### config.mk
export PLATFORM = sky130hd
export DESIGN_NAME = cs_unit
export DESIGN_NICKNAME = d
export VERILOG_FILES = /design/src/rtl/cs_pkg.sv /design/src/rtl/cs_regfile.sv /design/src/rtl/cs_decode.sv /design/src/rtl/cs_cycle_ctrl.sv /design/src/rtl/cs_unit.sv
export SDC_FILE = /design/constraint.sdc
export NUM_CORES = 1
export LEC_CHECK = 0
export BUFFER_PORTS_ARGS = -buffer_cell sky130_fd_sc_hd__buf_2
export CAP_MARGIN = 20
export CORE_MARGIN = 2
export CORE_UTILIZATION = 45
export DETAILED_ROUTE_END_ITERATION = 16
export PLACE_DENSITY_LB_ADDON = 0.2
export SLEW_MARGIN = 5
export SYNTH_ARGS = -nofsm -noshare
export SYNTH_HDL_FRONTEND = slang
export SYNTH_SLANG_ARGS = --single-unit
### constraint.sdc
create_clock -name clk -period 3.7 [get_ports clk]
set_input_delay 0.185 -clock clk [delete_from_list [all_inputs] [get_ports clk]]
set_output_delay 0.185 -clock clk [all_outputs]
set_load 0.02 [all_outputs]
### src/rtl/cs_pkg.sv
// Shared encodings for the chip-select unit: register indices, control
// field positions and the bus-cycle state type. Assumes control fields fit
// inside the configuration data word.
package cs_pkg;
    localparam logic [1:0] REG_BASE = 2'd0;
    localparam logic [1:0] REG_MASK = 2'd1;
    localparam logic [1:0] REG_CTRL = 2'd2;

    localparam int CTL_EN       = 0;
    localparam int CTL_RO       = 1;
    localparam int CTL_P16      = 2;
    localparam int CTL_WAIT_LSB = 4;

    typedef enum logic [1:0] {
        CYC_IDLE = 2'd0,
        CYC_WAIT = 2'd1,
        CYC_ACK  = 2'd2
    } cyc_state_t;
endpackage

### src/rtl/cs_regfile.sv
// Configuration storage for every select: base, ignore mask and control.
// Selects below NUM_GP are general-purpose (write protection and port width
// programmable). The rest are dedicated media selects with protection
// forced off and the port width forced to 16 bits. Select 0 resets to a live
// boot window. Assumes ADDR_W >= CTL_WAIT_LSB + WAIT_W.
module cs_regfile
    import cs_pkg::*;
#(
    parameter int ADDR_W = 32,
    parameter int NUM_CS = 4,
    parameter int NUM_GP = 2,
    parameter int WAIT_W = 4,
    localparam int SEL_W = $clog2(NUM_CS)
) (
    input  logic                               clk,
    input  logic                               rst_n,
    input  logic                               cfg_we,
    input  logic [SEL_W-1:0]                   cfg_sel,
    input  logic [1:0]                         cfg_reg,
    input  logic [ADDR_W-1:0]                  cfg_wdata,
    output logic [ADDR_W-1:0]                  cfg_rdata,
    output logic [NUM_CS-1:0][ADDR_W-1:0]      base_o,
    output logic [NUM_CS-1:0][ADDR_W-1:0]      mask_o,
    output logic [NUM_CS-1:0]                  en_o,
    output logic [NUM_CS-1:0]                  ro_o,
    output logic [NUM_CS-1:0]                  p16_o,
    output logic [NUM_CS-1:0][WAIT_W-1:0]      wait_o
);
    localparam int WAIT_MSB = CTL_WAIT_LSB + WAIT_W - 1;

    for (genvar i = 0; i < NUM_CS; i++) begin : g_sel
        localparam bit IS_BOOT = (i == 0);
        logic hit_wr;
        assign hit_wr = cfg_we && (cfg_sel == SEL_W'(i));

        // Base, mask, enable and wait count: common to every select.
        always_ff @(posedge clk) begin
            if (!rst_n) begin
                base_o[i] <= '0;
                mask_o[i] <= IS_BOOT ? '1 : '0;
                en_o[i]   <= IS_BOOT;
                wait_o[i] <= IS_BOOT ? '1 : '0;
            end else if (hit_wr) begin
                if (cfg_reg == REG_BASE) base_o[i] <= cfg_wdata;
                if (cfg_reg == REG_MASK) mask_o[i] <= cfg_wdata;
                if (cfg_reg == REG_CTRL) begin
                    en_o[i]   <= cfg_wdata[CTL_EN];
                    wait_o[i] <= cfg_wdata[WAIT_MSB:CTL_WAIT_LSB];
                end
            end
        end

        if (i < NUM_GP) begin : g_general
            // Write protection and port width: programmable on general selects.
            always_ff @(posedge clk) begin
                if (!rst_n) begin
                    ro_o[i]  <= IS_BOOT;
                    p16_o[i] <= IS_BOOT;
                end else if (hit_wr && cfg_reg == REG_CTRL) begin
                    ro_o[i]  <= cfg_wdata[CTL_RO];
                    p16_o[i] <= cfg_wdata[CTL_P16];
                end
            end
        end else begin : g_media
            // Media selects: never protected, always 16-bit.
            assign ro_o[i]  = 1'b0;
            assign p16_o[i] = 1'b1;
        end
    end

    // Register read-back multiplexer.
    always_comb begin
        cfg_rdata = '0;
        case (cfg_reg)
            REG_BASE: cfg_rdata = base_o[cfg_sel];
            REG_MASK: cfg_rdata = mask_o[cfg_sel];
            REG_CTRL: begin
                cfg_rdata[CTL_EN]                = en_o[cfg_sel];
                cfg_rdata[CTL_RO]                = ro_o[cfg_sel];
                cfg_rdata[CTL_P16]               = p16_o[cfg_sel];
                cfg_rdata[WAIT_MSB:CTL_WAIT_LSB] = wait_o[cfg_sel];
            end
            default: cfg_rdata = '0;
        endcase
    end
endmodule

### src/rtl/cs_decode.sv
// Combinational address decode: per-select masked compare, fixed priority
// to the lowest index, and a write-protection verdict for the winner.
// Assumes the caller samples the result only together with a start strobe.
module cs_decode #(
    parameter int ADDR_W = 32,
    parameter int NUM_CS = 4
) (
    input  logic [ADDR_W-1:0]             addr,
    input  logic                          write,
    input  logic [NUM_CS-1:0][ADDR_W-1:0] base,
    input  logic [NUM_CS-1:0][ADDR_W-1:0] mask,
    input  logic [NUM_CS-1:0]             en,
    input  logic [NUM_CS-1:0]             ro,
    output logic [NUM_CS-1:0]             grant,
    output logic                          any_hit,
    output logic                          deny
);
    logic [NUM_CS-1:0] match;

    for (genvar i = 0; i < NUM_CS; i++) begin : g_cmp
        // Masked compare of one select's window.
        assign match[i] = en[i] && (((addr ^ base[i]) & ~mask[i]) == '0);
    end

    // Lowest-numbered matching select wins.
    always_comb begin
        logic found;
        found = 1'b0;
        grant = '0;
        for (int i = 0; i < NUM_CS; i++) begin
            if (match[i] && !found) begin
                grant[i] = 1'b1;
                found    = 1'b1;
            end
        end
    end

    assign any_hit = |match;
    assign deny    = write && |(grant & ro);
endmodule

### src/rtl/cs_cycle_ctrl.sv
// Bus-cycle sequencer: accepts a start strobe when idle, drives the granted
// select, counts the wait states, pulses acknowledge for one clock, then
// releases. Refused or unclaimed cycles give a one-clock error pulse.
// Assumes grant is onehot0 and valid in the start-strobe cycle.
module cs_cycle_ctrl
    import cs_pkg::*;
#(
    parameter int NUM_CS = 4,
    parameter int WAIT_W = 4
) (
    input  logic                          clk,
    input  logic                          rst_n,
    input  logic                          bus_start,
    input  logic [NUM_CS-1:0]             grant,
    input  logic                          any_hit,
    input  logic                          deny,
    input  logic [NUM_CS-1:0][WAIT_W-1:0] wait_cnt,
    input  logic [NUM_CS-1:0]             p16,
    output logic [NUM_CS-1:0]             cs_n,
    output logic                          ta_n,
    output logic                          bus_err,
    output logic                          port16
);
    cyc_state_t        state;
    logic [WAIT_W-1:0] cnt;
    logic [WAIT_W-1:0] wait_sel;
    logic              p16_sel;

    // Pick wait count and port width of the granted select.
    always_comb begin
        wait_sel = '0;
        p16_sel  = 1'b0;
        for (int i = 0; i < NUM_CS; i++) begin
            if (grant[i]) begin
                wait_sel = wait_sel | wait_cnt[i];
                p16_sel  = p16_sel | p16[i];
            end
        end
    end

    // Cycle state, wait counter and registered bus outputs.
    always_ff @(posedge clk) begin
        if (!rst_n) begin
            state   <= CYC_IDLE;
            cnt     <= '0;
            cs_n    <= '1;
            ta_n    <= 1'b1;
            bus_err <= 1'b0;
            port16  <= 1'b0;
        end else begin
            bus_err <= 1'b0;
            case (state)
                CYC_IDLE: begin
                    if (bus_start) begin
                        if (any_hit && !deny) begin
                            cs_n   <= ~grant;
                            port16 <= p16_sel;
                            cnt    <= wait_sel;
                            state  <= CYC_WAIT;
                        end else begin
                            bus_err <= 1'b1;
                        end
                    end
                end
                CYC_WAIT: begin
                    if (cnt == '0) begin
                        ta_n  <= 1'b0;
                        state <= CYC_ACK;
                    end else begin
                        cnt <= cnt - 1'b1;
                    end
                end
                CYC_ACK: begin
                    ta_n   <= 1'b1;
                    cs_n   <= '1;
                    port16 <= 1'b0;
                    state  <= CYC_IDLE;
                end
                default: state <= CYC_IDLE;
            endcase
        end
    end
endmodule

### src/rtl/cs_unit.sv
// Top of the programmable chip-select unit: configuration registers,
// address decode and bus-cycle sequencer. Select 0 is live from reset as
// a boot window. Assumes one bus cycle at a time, opened by bus_start.
module cs_unit #(
    parameter int ADDR_W = 32,
    parameter int NUM_CS = 4,
    parameter int NUM_GP = 2,
    parameter int WAIT_W = 4,
    localparam int SEL_W = $clog2(NUM_CS)
) (
    input  logic              clk,
    input  logic              rst_n,
    input  logic              cfg_we,
    input  logic [SEL_W-1:0]  cfg_sel,
    input  logic [1:0]        cfg_reg,
    input  logic [ADDR_W-1:0] cfg_wdata,
    output logic [ADDR_W-1:0] cfg_rdata,
    input  logic              bus_start,
    input  logic [ADDR_W-1:0] bus_addr,
    input  logic              bus_write,
    output logic [NUM_CS-1:0] cs_n,
    output logic              ta_n,
    output logic              bus_err,
    output logic              port16
);
    logic [NUM_CS-1:0][ADDR_W-1:0] base;
    logic [NUM_CS-1:0][ADDR_W-1:0] mask;
    logic [NUM_CS-1:0]             en;
    logic [NUM_CS-1:0]             ro;
    logic [NUM_CS-1:0]             p16;
    logic [NUM_CS-1:0][WAIT_W-1:0] wait_cnt;
    logic [NUM_CS-1:0]             grant;
    logic                          any_hit;
    logic                          deny;

    cs_regfile #(
        .ADDR_W(ADDR_W), .NUM_CS(NUM_CS), .NUM_GP(NUM_GP), .WAIT_W(WAIT_W)
    ) u_regs (
        .clk(clk), .rst_n(rst_n), .cfg_we(cfg_we), .cfg_sel(cfg_sel),
        .cfg_reg(cfg_reg), .cfg_wdata(cfg_wdata), .cfg_rdata(cfg_rdata),
        .base_o(base), .mask_o(mask), .en_o(en), .ro_o(ro), .p16_o(p16),
        .wait_o(wait_cnt)
    );

    cs_decode #(.ADDR_W(ADDR_W), .NUM_CS(NUM_CS)) u_dec (
        .addr(bus_addr), .write(bus_write), .base(base), .mask(mask),
        .en(en), .ro(ro), .grant(grant), .any_hit(any_hit), .deny(deny)
    );

    cs_cycle_ctrl #(.NUM_CS(NUM_CS), .WAIT_W(WAIT_W)) u_cyc (
        .clk(clk), .rst_n(rst_n), .bus_start(bus_start), .grant(grant),
        .any_hit(any_hit), .deny(deny), .wait_cnt(wait_cnt), .p16(p16),
        .cs_n(cs_n), .ta_n(ta_n), .bus_err(bus_err), .port16(port16)
    );
endmodule

; Word level (Yosys, flattened, before mapping)
; Index checks and enable logic that the tools add are counted.
[op_classes]
add_sub_neg = 1
n_lt_le_gt_ge = 1
n_eq_ne = 11
n_mux = 47
bitwise = 18
n_reduce_logical = 49
[op_table]
columns = operator, n
row1 = bitwise AND 32 bit, 4
row2 = binary-select mux 32 bit (select 2 bit), 2
row3 = logical NOT 32 bit, 4
row4 = inverter 32 bit, 4
row5 = XOR 32 bit, 4
row6 = two-way mux 32 bit, 2
row7 = one-hot mux 24 bit (2 select lines), 1
row8 = two-way mux 4 bit, 10
row9 = AND reduction 2 bit, 13
row10 = two-way mux 1 bit, 17
row11 = one-hot mux 4 bit (2 select lines), 2
row12 = logical AND 1 bit, 15
row13 = bitwise OR 4 bit, 3
row14 = one-hot mux 4 bit (3 select lines), 1
row15 = one-hot mux 3 bit (3 select lines), 1
row16 = AND reduction 3 bit, 3
row17 = binary-select mux 4 bit (select 2 bit), 1
row18 = equality test 2 bit (second input constant), 4
row19 = OR reduction 4 bit, 2
row20 = binary-select mux 1 bit (select 2 bit), 3
row21 = equality test 2 x 1 -> 1 bit (second input constant), 3
row22 = logical NOT 2 bit, 3
row23 = two-way mux 2 bit, 3
row24 = one-hot mux 1 bit (2 select lines), 3
row25 = other kinds (12), 19
[word_totals]
register_bits = 293
in_bits = 73
out_inout_bits = 39
word_cells = 153

; Longest topological paths before layout
; Gate-level depths: netlist of run 1.
[logic_depth]
word_depth = 22
mapped_depth = 11
mapped_depth_nobuf = 9

; Cells and area by module
; A second synthesis of run 1 with hierarchy kept.
[hier_totals]
hier_cells = 1852
area_unflattened_um2 = 16335.7
[modules_own_cells]
columns = mod, instances, cells_each, area_each_um2
row1 = cs_regfile, 1, 1497, 13654.3
row2 = cs_decode, 1, 280, 1999.4
row3 = cs_cycle_ctrl, 1, 75, 681.9

; Worst setup path before layout of run 1
; OpenSTA, ideal clock, no wires.
[synth_path]
path_kind = reg-to-reg
from = reg u_regs.base_o[78] in the netlist's numbering
to = reg u_cyc.cnt[0]
setup_time_ps = 92
arrival_time_ps = 2473
required_ps = 3608
setup_slack_ps = 1135
path_stages_with_launch = 9
period_less_slack_ps = 2565
path_cell_list = dfxtp_1 -> xnor2_2 -> o22ai_1 -> or4_4 -> nor4_4 -> nor4_2 -> a211o_1 -> a21o_1 -> o32ai_1
[synth_via]
elab_chain_cells = 16
[synth_lines]
columns = item, line_no
row1 = from (decl), cs_regfile.sv:22  ; output logic [NUM_CS-1:0][ADDR_W-1:0] base_o,
row2 = "from (signal, indexed assignment)", cs_regfile.sv:44  ; if (cfg_reg == REG_BASE) base_o[i] <= cfg_wdata;
row3 = XOR 32 bit (*), cs_decode.sv:22  ; assign match[i] = en[i] && (((addr ^ base[i]) & ~mask[i]) == '0);
row4 = bitwise AND 32 bit (*), cs_decode.sv:22
row5 = logical NOT 32 bit (*), cs_decode.sv:22
row6 = logical AND 1 bit (*), cs_decode.sv:22
row7 = logical AND 1 bit, cs_decode.sv:31  ; if (match[i] && !found) begin
row8 = two-way mux 1 bit, cs_decode.sv:31
row9 = logical NOT 1 bit, cs_decode.sv:31
row10 = logical AND 1 bit, cs_decode.sv:31
row11 = two-way mux 1 bit, cs_decode.sv:31
row12 = bitwise AND 4 x 2 -> 4 bit, cs_decode.sv:39  ; assign deny = write && |(grant & ro);
row13 = OR reduction 4 bit, cs_decode.sv:39
row14 = logical AND 1 bit, cs_decode.sv:39
row15 = logical NOT 1 bit, cs_cycle_ctrl.sv:55  ; if (any_hit && !deny) begin
row16 = logical AND 1 bit, cs_cycle_ctrl.sv:55
row17 = != test 2 x 1 -> 1 bit (no source line), n/a
row18 = AND reduction 4 bit (no source line), n/a
row19 = to (signal assigned), cs_cycle_ctrl.sv:58  ; cnt <= wait_sel;
row20 = to (signal assigned), cs_cycle_ctrl.sv:70  ; cnt <= cnt - 1'b1;
row21 = to (decl), cs_cycle_ctrl.sv:25  ; logic [WAIT_W-1:0] cnt;
; Mark *: on every way between the ends. The rest lies on a longest branch, timed or not. The select of a mux whose other input is x is not followed.
; A chain may end at the register's enable or synchronous reset.

; Worst setup path after layout of run 1
[layout_path]
from = reg u_regs.base_o[42] in the netlist's numbering
to = reg u_cyc.cnt[0]
[layout_via]
elab_chain_cells = 19
[layout_lines]
columns = item, line_no
row1 = XOR 32 bit (*), cs_decode.sv:22
row2 = bitwise AND 32 bit (*), cs_decode.sv:22
row3 = logical NOT 32 bit (*), cs_decode.sv:22
row4 = logical AND 1 bit (*), cs_decode.sv:22
row5 = logical AND 1 bit, cs_decode.sv:31
row6 = two-way mux 1 bit, cs_decode.sv:31
row7 = logical NOT 1 bit, cs_decode.sv:31
row8 = logical AND 1 bit, cs_decode.sv:31
row9 = (+3 left out), n/a
row10 = two-way mux 1 bit, cs_decode.sv:31
row11 = bitwise AND 4 x 2 -> 4 bit, cs_decode.sv:39
row12 = OR reduction 4 bit, cs_decode.sv:39
row13 = logical AND 1 bit, cs_decode.sv:39
row14 = logical NOT 1 bit, cs_cycle_ctrl.sv:55
row15 = logical AND 1 bit, cs_cycle_ctrl.sv:55
row16 = != test 2 x 1 -> 1 bit (no source line), n/a
row17 = AND reduction 4 bit (no source line), n/a
; Marked as above.

==> results of run 1 <==
## worst max path at each step
stage / depth (start not counted) / slack, ns / to
floorplan: 8 / 1.13 / u_cyc.cnt[0]
global placement: 11 / 0.40 / u_cyc.cnt[0]
detailed placement: 10 / 0.36 / u_cyc.cnt[2]
CTS: 9 / 0.34 / u_cyc.cnt[0]
global route: 9 / 0.11 / u_cyc.cnt[0]
finish: 9 / 0.08 / u_cyc.cnt[0]
## flip-flops by register name, summed over array words and instances (netlist names), 2 cells and up
register and cells:
u_cyc.cs_n 4, u_regs.wait_o 16, u_regs.base_o 128, u_regs.mask_o 128, u_cyc.cnt 4, u_regs.ro_o 2
u_regs.p16_o 2, u_regs.en_o 4, u_cyc.state 2
## layout by cell type (no fill, tap or decap), types with 4 or more instances in the layout
master / n
xnor2_1: 127
nand3_1: 43
inv_1: 15
mux2i_1: 50
o21ai_1: 4
a311oi_1: 4
dfxtp_1: 293
and2_1: 4
nor3_1: 24
o21ai_0: 19
a21oi_1: 229
nand2_1: 542
dlygate4sd3_1: 22
o211ai_1: 4
clkbuf_1: 10
or3_1: 4
o2bb2ai_1: 4
clkbuf_16: 37
nor2_1: 68
nor4_1: 21
nor2_2: 6
o22ai_1: 104
buf_4: 52
clkbuf_8: 9
nand4_1: 5
buf_2: 109
mux4_2: 69
## kinds of logic after synthesis
kind of cell / synth area share [%]
flip-flops: 38.9
multiplexers: 13.6
XOR/XNOR: 7.59
adder cells (fa/ha/maj): 0.0830
buffers and inverters: 5.20
AO/OA/AOI/OAI: 14.3
AND/OR/NAND/NOR: 20.3
## routing by layer
metal / global-route usage [%] / up-vias / part of all wire, % / wire, µm
met5: 0 / - / 0 / 0
met4: 12.7 / 0 / 3.7 / 2420
met3: 6.23 / 140 / 9.2 / 6100
met2: 58.4 / 829 / 45 / 29600
met1: 53.1 / 7150 / 43 / 28200
li1: - / 6498 / - / -
## what timing repair did
action                                 in CTS  in global routing
hold buffers                               22                  0
endpoints found under the hold margin     124                  0
setup endpoints to repair                   0                  0
## where the power goes
group	switching, mW	leakage [nW]	internal [mW]
sequential	0.0715	2.37	3.22
clock	1.40	0.572	2.14
combinational	0.662	3.03	0.359
total	2.13	5.97	5.72
## metrics by stage
stage | cell area [µm²] | cells | total power, mW | utilization (%) | hold slack [ns]
CTS | 17300 | 2379 | 7.84 | 52.1 | 0.00300
global placement | 15900 | 2295 | 4.32 | 47.9 | 0.458
floorplan | 15100 | 1859 | 3.96 | - | 0.332
finish | 17400 | 2380 | 7.85 | 52.2 | 0.0120
global route | 17400 | 2380 | 8.05 | 52.2 | 0.0194
detailed placement | 16000 | 2296 | 4.33 | 47.9 | 0.466
## synthesized netlist by cell type, drive strengths merged (2+ instances only)
library cell / number
nand2: 542
dfxtp: 293
a21oi: 229
clkbuf: 158
xnor2: 129
o22ai: 104
nor2: 74
mux4: 69
mux2i: 50
nand3: 43
nor3: 26
nor4: 24
o21ai: 23
buf: 18
inv: 16
nand4: 5
a311oi: 4
and2: 4
nor4b: 4
o211ai: 4
o2bb2ai: 4
or3: 4
a211o: 3
nor2b: 3
o31ai: 3
or4: 3
a211oi: 2
a221oi: 2
and3: 2
nand2b: 2
nand3b: 2
o22a: 2
o32ai: 2
## area by class of cell
cell class	count	area [µm²]
Multi-Input combinational cell	1374	8450
Timing Repair Buffer	188	1250
Sequential cell	293	5870
Clock buffer	56	1090
Clock inverter	5	75.1
Tap cell	448	561
Fill cell	3145	15900
Inverter	16	65.1
## critical path: stages (launching register included)
cell and delay (ns):
dfxtp_1 0.33, xnor2_1 0.54, o22ai_1 0.17, nor4_1 0.48
nand3_1 0.38, or2_0 0.45, o31ai_1 0.45, a211o_1 0.35
a21o_1 0.23, o32ai_1 0.11
==> qor.txt, run 1 <==
Hold Crit Start = cfg_wdata[14]
Ranking of synthesized cells by area = dfxtp_1, nand2_1, mux4_2
Global-route wire length before repair = 96800 µm
H-tree levels = 2
DRT Wirelength = 66400 µm
Clock sink count = 293
Hold Vio Cnt, Final = 0
Synth Flop Type = dfxtp_1
Syn nets = 1933
Crit path time final = 3.62 ns
Peak supply drop = 351 µV
Hold WC Path Type = input port to register
Grt ovf = 0
Number of global-route vias before repair = 13900
WHS Endpoint = u_regs.base_o[110]
Syn Inst Count = 1859
Kind of critical path = register to register
CP required = 4.09 ns
P_leak = 5.97 nW
Warnings from Yosys = 0
Unique cell type count in the Yosys netlist = 49
Reg2Reg Depth = 9
# rows = 67
I/O pin cnt = 112
Pwr Density = 452 nW/µm²
Crit share post-route = 97.7%
Core area = 33300 µm²
Vias = 14600
RSZ-0062 raised after global routing = false
Max frequency = 277 MHz
Share of cells above drive strength 1 = 15.7%
Dpl ws = 0.362 ns
Hold Path Depth = 3
Fin Clk Skew = 0.0201 ns
CP endpoint kind = register
Die Y = 187 µm
Routed len/inst = 27.9 µm
Reg2Reg Setup Slack = 0.08 ns
GPL Wtd Cong = 1.04
Starting Density = 45.3%
Final setup fails = 0
Final Worst Setup Slack = 0.0849 ns
Synth-to-layout area growth = 15.1%
Setup TNS = 0 ns
Flops & latches, synth = 293
DRC violations left = 0
Gates resized, CTS repair = 0
Final nets = 1982
Synth top area share = 38.9%
Antenna-violating nets left = 0
Skew-Pair Late Insertion Delay = 0.52 ns
Port-buffer cells = 111
Max Cap Violations = 0
Final Slew Violations = 0
Number of DRC markers in iteration 0 = 1951
Worst reg2reg path endpoint = u_cyc.cnt[0]
Die width = 187 µm
Post-synth EDFFs = 0
Relative slew slack = 24.6%
Leading area contributor after synthesis = dfxtp_1
Pin count of the biggest net entering global routing = 118
Syn Area/Cell = 8.11 µm²
Cts bufs inserted = 35
Via density = 6.14
Async S/R FF share, synth = 0%
Root Driver = clkbuf_16
CTS tree = done
Run status = finished clean
Startpoint Class = register
Worst EP arrival = 4.01 ns
Clock-pin slew on the worst setup and hold paths = 0.06 ns
Crit path launch = u_regs.base_o[42]
Worst-Margin Slew = 1.13 ns
Detailed Routing Iterations Pass 1 = 5
Antenna Cells = 0
Antenna violations before repair = 0
Crit Reg-Reg Startpoint = u_regs.base_o[42]
Setup bufs post-CTS = 0
Die area = 35000 µm²
CTS max path bufs = 3
Sequential share of the synthesized area = 38.9%
CP Max Fanout = 7
Detailed placement HPWL = 48300 µm
Mapped Area = 15100 µm²
Gr usage total = 37.6%
Note: power is estimated with default switching activity, not from simulation.
==> inputs of run 2 (changes only) <==
ABC_AREA = 1   (was unset)
==> qor.txt, run 2 <==
Startpoint Class = register
Min Hold Slack = 0.00247 ns (-0.00951 ns)
Synth top area share = 39.0% (+0.12 points)
Final Instance Count excl. Fillers = 2780 (+17%)
Sequential share of the synthesized area = 39.0% (+0.12 points)
Register area = 5870 µm² (unchanged)
Final Worst Setup Slack = 1.08 ns (+0.998 ns)
Root Driver = clkbuf_16
Kind of critical path = register to register
H-tree levels = 2 (unchanged)
Antenna violations before repair = 1 (+1)
Final Slew Violations = 0 (unchanged)
Ranking of synthesized cells by area = dfxtp_1, nand2_1, o21ai_0
GPL Wtd Cong = 0.979 (-5.6%)
Via density = 5.74 (-6.6%)
I/O pin cnt = 112 (unchanged)
Commonest non-fill, non-tap cell in the layout = nand2_1
Detailed Routing Iterations Pass 1 = 8 (+3)
Largest regs = u_regs.base_o: 128 flops, u_regs.mask_o: 128 flops, u_regs.wait_o: 16 flops
Number of global-route vias before repair = 14600 (+5.6%)
Pwr Density = 462 nW/µm² (+2.1%)
Gr usage total = 30.4% (-7.2 points)
Synth Flop Type = dfxtp_1
Warnings from Yosys = 0 (unchanged)
Syn nets = 2332 (+21%)
Final setup fails = 0 (unchanged)
CP Max Fanout = 9 (+2)
Placed Instances = 2715 (+18%)
Final nets = 2391 (+21%)
Number of DRC markers in iteration 0 = 2059 (+5.5%)
Worst-Margin Slew = 1.13 ns (-0.00578 ns)
CTS tree = done
Starting Density = 46.0% (+0.66 points)
Antenna Cells = 0 (unchanged)
Most frequent cell after synthesis = nand2_1
CTS max path bufs = 3 (unchanged)
CP required = 4.06 ns (-0.03 ns)
Async S/R FF share, synth = 0% (unchanged)
Post-synth top cells = nand2_1, inv_1, dfxtp_1, o21ai_0, a21oi_1
Reg2Reg Setup Slack = 1.08 ns (+1.00 ns)
Die width = 187 µm (-0.15%)
Fin Clk Skew = 0.0186 ns (-0.00145 ns)
Routed len/inst = 19.6 µm (-30%)
Setup bufs post-CTS = 0 (unchanged)
Tot Pwr = 7.94 mW (+1.1%)
Util after Layout = 52.6% (+0.40 points)
Worst EP arrival = 2.98 ns (-1.03 ns)
Share of cells above drive strength 1 = 10.2% (-5.6 points)
Grt ovf = 0 (unchanged)
Crit path time final = 2.62 ns (-0.998 ns)
Design Area, Final = 17200 µm² (-0.99%)
Die Y = 187 µm (-0.15%)
Dpl ws = 1.13 ns (+0.767 ns)
Cts bufs inserted = 35 (unchanged)
Core area = 32700 µm² (-1.7%)
Vias = 16000 (+9.1%)
Area of the multi-input gates = 7500 µm² (-11%)
Fillers = 3342 (+6.3%)
CP endpoint kind = register
Placed Area = 15900 µm² (about the same)
Port-buffer cells = 111 (unchanged)
# rows = 66 (-1.5%)
Mapped Area = 15000 µm² (-0.32%)
RSZ-0062 raised after global routing = false
Peak supply drop = 309 µV (-12%)
Syn Area/Cell = 6.66 µm² (-18%)
Synth-to-layout area growth = 14.4%
Unique cell type count in the Yosys netlist = 32 (-35%)
Leading area contributor after synthesis = dfxtp_1
Clock-pin slew on the worst setup and hold paths = 0.06 ns (about the same)
Syn Inst Count = 2258 (+21%)
Crit share post-route = 70.7% (-27 points)
Die area = 34900 µm² (-0.30%)
Hold Vio Cnt, Final = 0 (unchanged)
Setup TNS = 0 ns (unchanged)
Global-route wire length before repair = 83800 µm (-13%)
Skew-Pair Late Insertion Delay = 0.52 ns (about the same)
Relative slew slack = 24.9% (+0.30 points)
Max frequency = 382 MHz (+38%)
P_leak = 7.14 nW (+19%)
DRC violations left = 0 (unchanged)
Post-synth EDFFs = 0 (unchanged)
Pin count of the biggest net entering global routing = 127 (+7.6%)
DRT Wirelength = 54500 µm (-18%)
Flops & latches, synth = 293 (unchanged)
Detailed placement HPWL = 37900 µm (-22%)
Clock sink count = 293 (unchanged)
Most frequent cells in the layout = nand2_1, inv_1, dfxtp_1
Hold WC Path Type = input port to register
Max Cap Violations = 0 (unchanged)
Antenna-violating nets left = 0 (unchanged)
Run status = finished clean
## run 2: repair_timing
item | in CTS | in global routing
gates resized for setup | 0 | 0
endpoints found under the hold margin | 7 | 0
hold buffers | 7 | 0
## run 2: kinds of logic (layout without fill, tap and decap cells)
family / Yosys count / count (layout) / share of synthesized area, %
AND/OR/NAND/NOR: 788 / 788 / 21.9
AO/OA/AOI/OAI: 721 / 721 / 27.5
buffers and inverters: 453 / 533 / 11.3
flip-flops: 293 / 293 / 39.0
XOR/XNOR: 2 / 2 / 0.117
adder cells (fa/ha/maj): 1 / 1 / 0.0832
## run 2: worst paths after layout
path	startpoint	end	cells past startpoint
setup / recovery	u_regs.base_o[100]	u_cyc.cs_n[3]	11
hold / removal	cfg_wdata[16]	u_regs.mask_o[16]	3
setup reg to reg	u_regs.base_o[100]	u_cyc.cs_n[3]	11
hold reg to reg	u_cyc.ta_n	u_cyc.ta_n	2
## run 2: where the power goes
group	leakage [nW]	switching, mW	internal (mW)
logic	4.19	0.781	0.318
registers	2.37	0.0483	3.25
clock network	0.575	1.38	2.15
total	7.14	2.21	5.72
## run 2: routing by layer
layer  up-vias  share of wire [%]  wire [µm]  track usage [%]
met5         -              0.029         16                0
met4         2                3.5       1900             11.1
met3       117                 10       5600             6.04
met2       819                 43      23500             46.9
met1      7336                 43      23500             42.2
li1       7677                  -          -                -
## run 2: cell type report
cell class                 instances  share of cell area [%]
clock buffer                      52                    6.30
clock inverter                     6                   0.502
inverter                         333                    7.27
multi-input combinational       1512                    43.6
sequential                       293                    34.1
tap                              442                    3.22
timing repair buffer             142                    4.94
## run 2: critical path: stages (launching register included)
cell     delay, ns
dfxtp_1       0.31
inv_1         0.07
o21ai_0       0.70
nand4_1       0.18
nor3_1        0.31
nand3_1       0.28
nand2_1       0.15
nand2_2       0.07
nand2_4       0.11
nand2_1       0.11
nand2_1       0.10
nand3_1       0.06
==> inputs of run 3 (changes only) <==
ABC_AREA = 0   (was 1)
clock period = 2.2 ns   (was 3.7 ns; I/O delays follow)
==> qor.txt, run 3 (same netlist as run 1, synthesis figures left out) <==
Pin count of the biggest net entering global routing = 57 (-55%)
GPL Wtd Cong = 1.06 (+8.0%)
GRT met2 Usage = 62.9% (+16 points)
Dpl ws = -0.692 ns (-1.82 ns)
Seq pwr share = 39.1% (-2.5 points)
Grt ovf = 0 (unchanged)
CTS tree = done
Largest regs = u_regs.base_o: 128 flops, u_regs.mask_o: 128 flops, u_regs.wait_o: 16 flops
Hold WC Path Type = input port to register
Startpoint Class = register
I/O pin cnt = 112 (unchanged)
Detailed placement HPWL = 51700 µm (+37%)
Core area = 33300 µm² (+1.8%)
Most frequent cells in the layout = nand2_1, buf_4, dfxtp_1
Starting Density = 45.3% (-0.66 points)
Worst path depth = 11 (unchanged)
Routed len/inst = 25.8 µm (+32%)
Reg2Reg Depth = 11 (unchanged)
Clock sink count = 293 (unchanged)
Cells along the critical path = xnor2_1 -> buf_4 -> o22ai_1 -> nor4_1 -> nand2_1 -> buf_4 -> nor2_2 -> nor4_4 -> a211o_4 -> a211o_1 -> o2bb2ai_2
Final Instance Count excl. Fillers = 2795 (+0.54%)
CP required = 2.66 ns (-1.40 ns)
DRC violations left = 0 (unchanged)
WP buf/inv = 2 (+1)
Hold Vio Cnt, Final = 0 (unchanged)
Sw frac = 27.6% (-0.22 points)
Failing checks = negative setup slack
Antenna-violating nets left = 0 (unchanged)
CTS max path bufs = 3 (unchanged)
Met1 Track Usage GR = 56.7% (+15 points)
Detailed Routing Iterations Pass 1 = 5 (-3)
Most frequent CP cell = buf_4
Antenna violations before repair = 1 (unchanged)
Slowest CP cell = a211o_1
Final nets = 2395 (+0.17%)
Relative slew slack = 53.4% (+29 points)
Register area = 5910 µm² (+0.81%)
Placed Instances = 2684 (-1.1%)
Vias = 16700 (+4.9%)
Worst EP arrival = 3.11 ns (+0.13 ns)
P_leak = 8.59 nW (+20%)
Switch Pwr = 3.89 mW (+76%)
Final Slew Violations = 0 (unchanged)
Global-route wire length before repair = 106000 µm (+27%)
Max Cap Violations = 0 (unchanged)
Int Power = 10.2 mW (+78%)
Worst-Margin Slew = 0.698 ns (-0.427 ns)
Kind of critical path = register to register
# rows = 67 (+1.5%)
Run status = finished with violations
Clock share of power = 43.4% (-1.2 points)
Commonest non-fill, non-tap cell in the layout = nand2_1
Final setup fails = 11 (+11)
Pwr Density = 648 nW/µm² (+40%)
Share of cells above drive strength 1 = 37.1% (+27 points)
Kind of cell adding the most delay to the critical path = compound AO/OA/AOI/OAI gates
Die area = 35000 µm² (+0.31%)
CP endpoint kind = register
CP Max Fanout = 6 (-3)
Die Y = 187 µm (+0.15%)
Area of the multi-input gates = 9470 µm² (+26%)
Peak supply drop = 495 µV (+60%)
CP max stage delay = 0.37 ns (-0.33 ns)
Die width = 187 µm (+0.15%)
Cts bufs inserted = 35 (unchanged)
Util after Layout = 65.3% (+13 points)
Max frequency = 379 MHz (-0.94%)
Fillers = 2824 (-15%)
Gr usage total = 40.8% (+10 points)
Grt met3 use = 7.97% (+1.9 points)
Crit share post-route = 120% (+49 points)
Via density = 5.98 (+4.3%)
Synth-to-layout area growth = 44.1%
Number of global-route vias before repair = 16100 (+10%)
Skew-Pair Late Insertion Delay = 0.53 ns (about the same)
Port-buffer cells = 111 (unchanged)
Fin Clk Skew = 0.0214 ns (+0.00272 ns)
RSZ-0062 raised after global routing = true
Root Driver = clkbuf_16
Combinational share of power = 17.4% (+3.6 points)
DRT Wirelength = 72200 µm (+32%)
Min Hold Slack = 0.119 ns (+0.117 ns)
Crit path time final = 2.64 ns (+0.0248 ns)
Busiest layer in global routing = met2
H-tree levels = 2 (unchanged)
Hold Path Depth = 3 (unchanged)
Number of DRC markers in iteration 0 = 2167 (+5.2%)
Antenna Cells = 0 (unchanged)
Clock-pin slew on the worst setup and hold paths = 0.07 ns (about the same)
Final Worst Setup Slack = -0.442 ns (-1.52 ns)
[run 3: cell count changes in the layout (fill, tap and decap cells not counted), moves of 34 or more]
cell,delta
xnor2_2,+61
inv_1,-285
buf_4,+420
dfxtp_1,-34
nand3_1,-105
mux2i_1,+50
mux4_2,+69
a22oi_1,-50
o22ai_1,+46
nor2_1,-94
o21ai_0,-255
xnor2_1,+63
o221ai_1,-46
nand2_1,+111
[run 3: layer usage]
layer	share of wire, %	routed length, µm	vias up
li1	-	-	7321
met1	40	28900	8081
met2	44	31900	1127
met3	11	8210	199
met4	4.5	3240	0
met5	0	0	-
[run 3: area by class of cell]
cell class / instances / share of cell area [%]
repair buffers: 601 / 20.8
clock buffers: 54 / 4.93
well taps: 448 / 2.58
flip-flops and latches: 293 / 27.2
clock inverters: 9 / 0.570
multi-input cells: 1374 / 43.6
inverters: 16 / 0.300
[run 3: through the flow]
| step | setup TNS (ns) | instance area (µm²) | total power [mW] |
|---|---|---|---|
| 2_1_floorplan | -0.489 | 15300 | 6.70 |
| 4_1_cts | -3.33 | 21400 | 14.0 |
| 3_5_place_dp | -6.42 | 19200 | 7.71 |
| 3_3_place_gp | -6.62 | 19200 | 7.70 |
| 5_1_grt | -4.85 | 21700 | 14.4 |
| 6_report | -4.02 | 21700 | 14.1 |
[run 3: worst min-delay path: stages]
cell	delay, ns
buf_2	0.12
inv_6	0.18
nor2_1	0.18
[run 3: power groups by stage]
| stage | Clock [mW] | Sequential [mW] | Combinational, mW |
|---|---|---|---|
| floorplan | 0 | 5.61 | 1.09 |
| global placement | 0 | 5.61 | 2.09 |
| detailed placement | 0 | 5.61 | 2.10 |
| CTS | 6.13 | 5.50 | 2.31 |
| global route | 6.35 | 5.52 | 2.55 |
| finish | 6.12 | 5.51 | 2.46 |
[run 3: path summary, 6_finish.rpt]
kind	slack (ns)	startpoint	end
worst max-delay path	-0.44	u_regs.base_o[63]	u_cyc.cnt[3]
worst min-delay path	0.12	rst_n	u_regs.ro_o[1]
worst max register to register	-0.44	u_regs.base_o[63]	u_cyc.cnt[3]
worst min register to register	0.48	u_regs.mask_o[61]	u_regs.mask_o[61]
[run 3: timing repair]
| action | CTS | global route |
|---|---|---|
| hold endpoints to repair | 253 | 0 |
| gates resized for setup | 108 | 44 |
| endpoints found under the setup margin | 11 | 11 |
| pin swaps | 31 | 26 |
| buffers inserted | 13 | 4 |
| hold buffers | 33 | 0 |
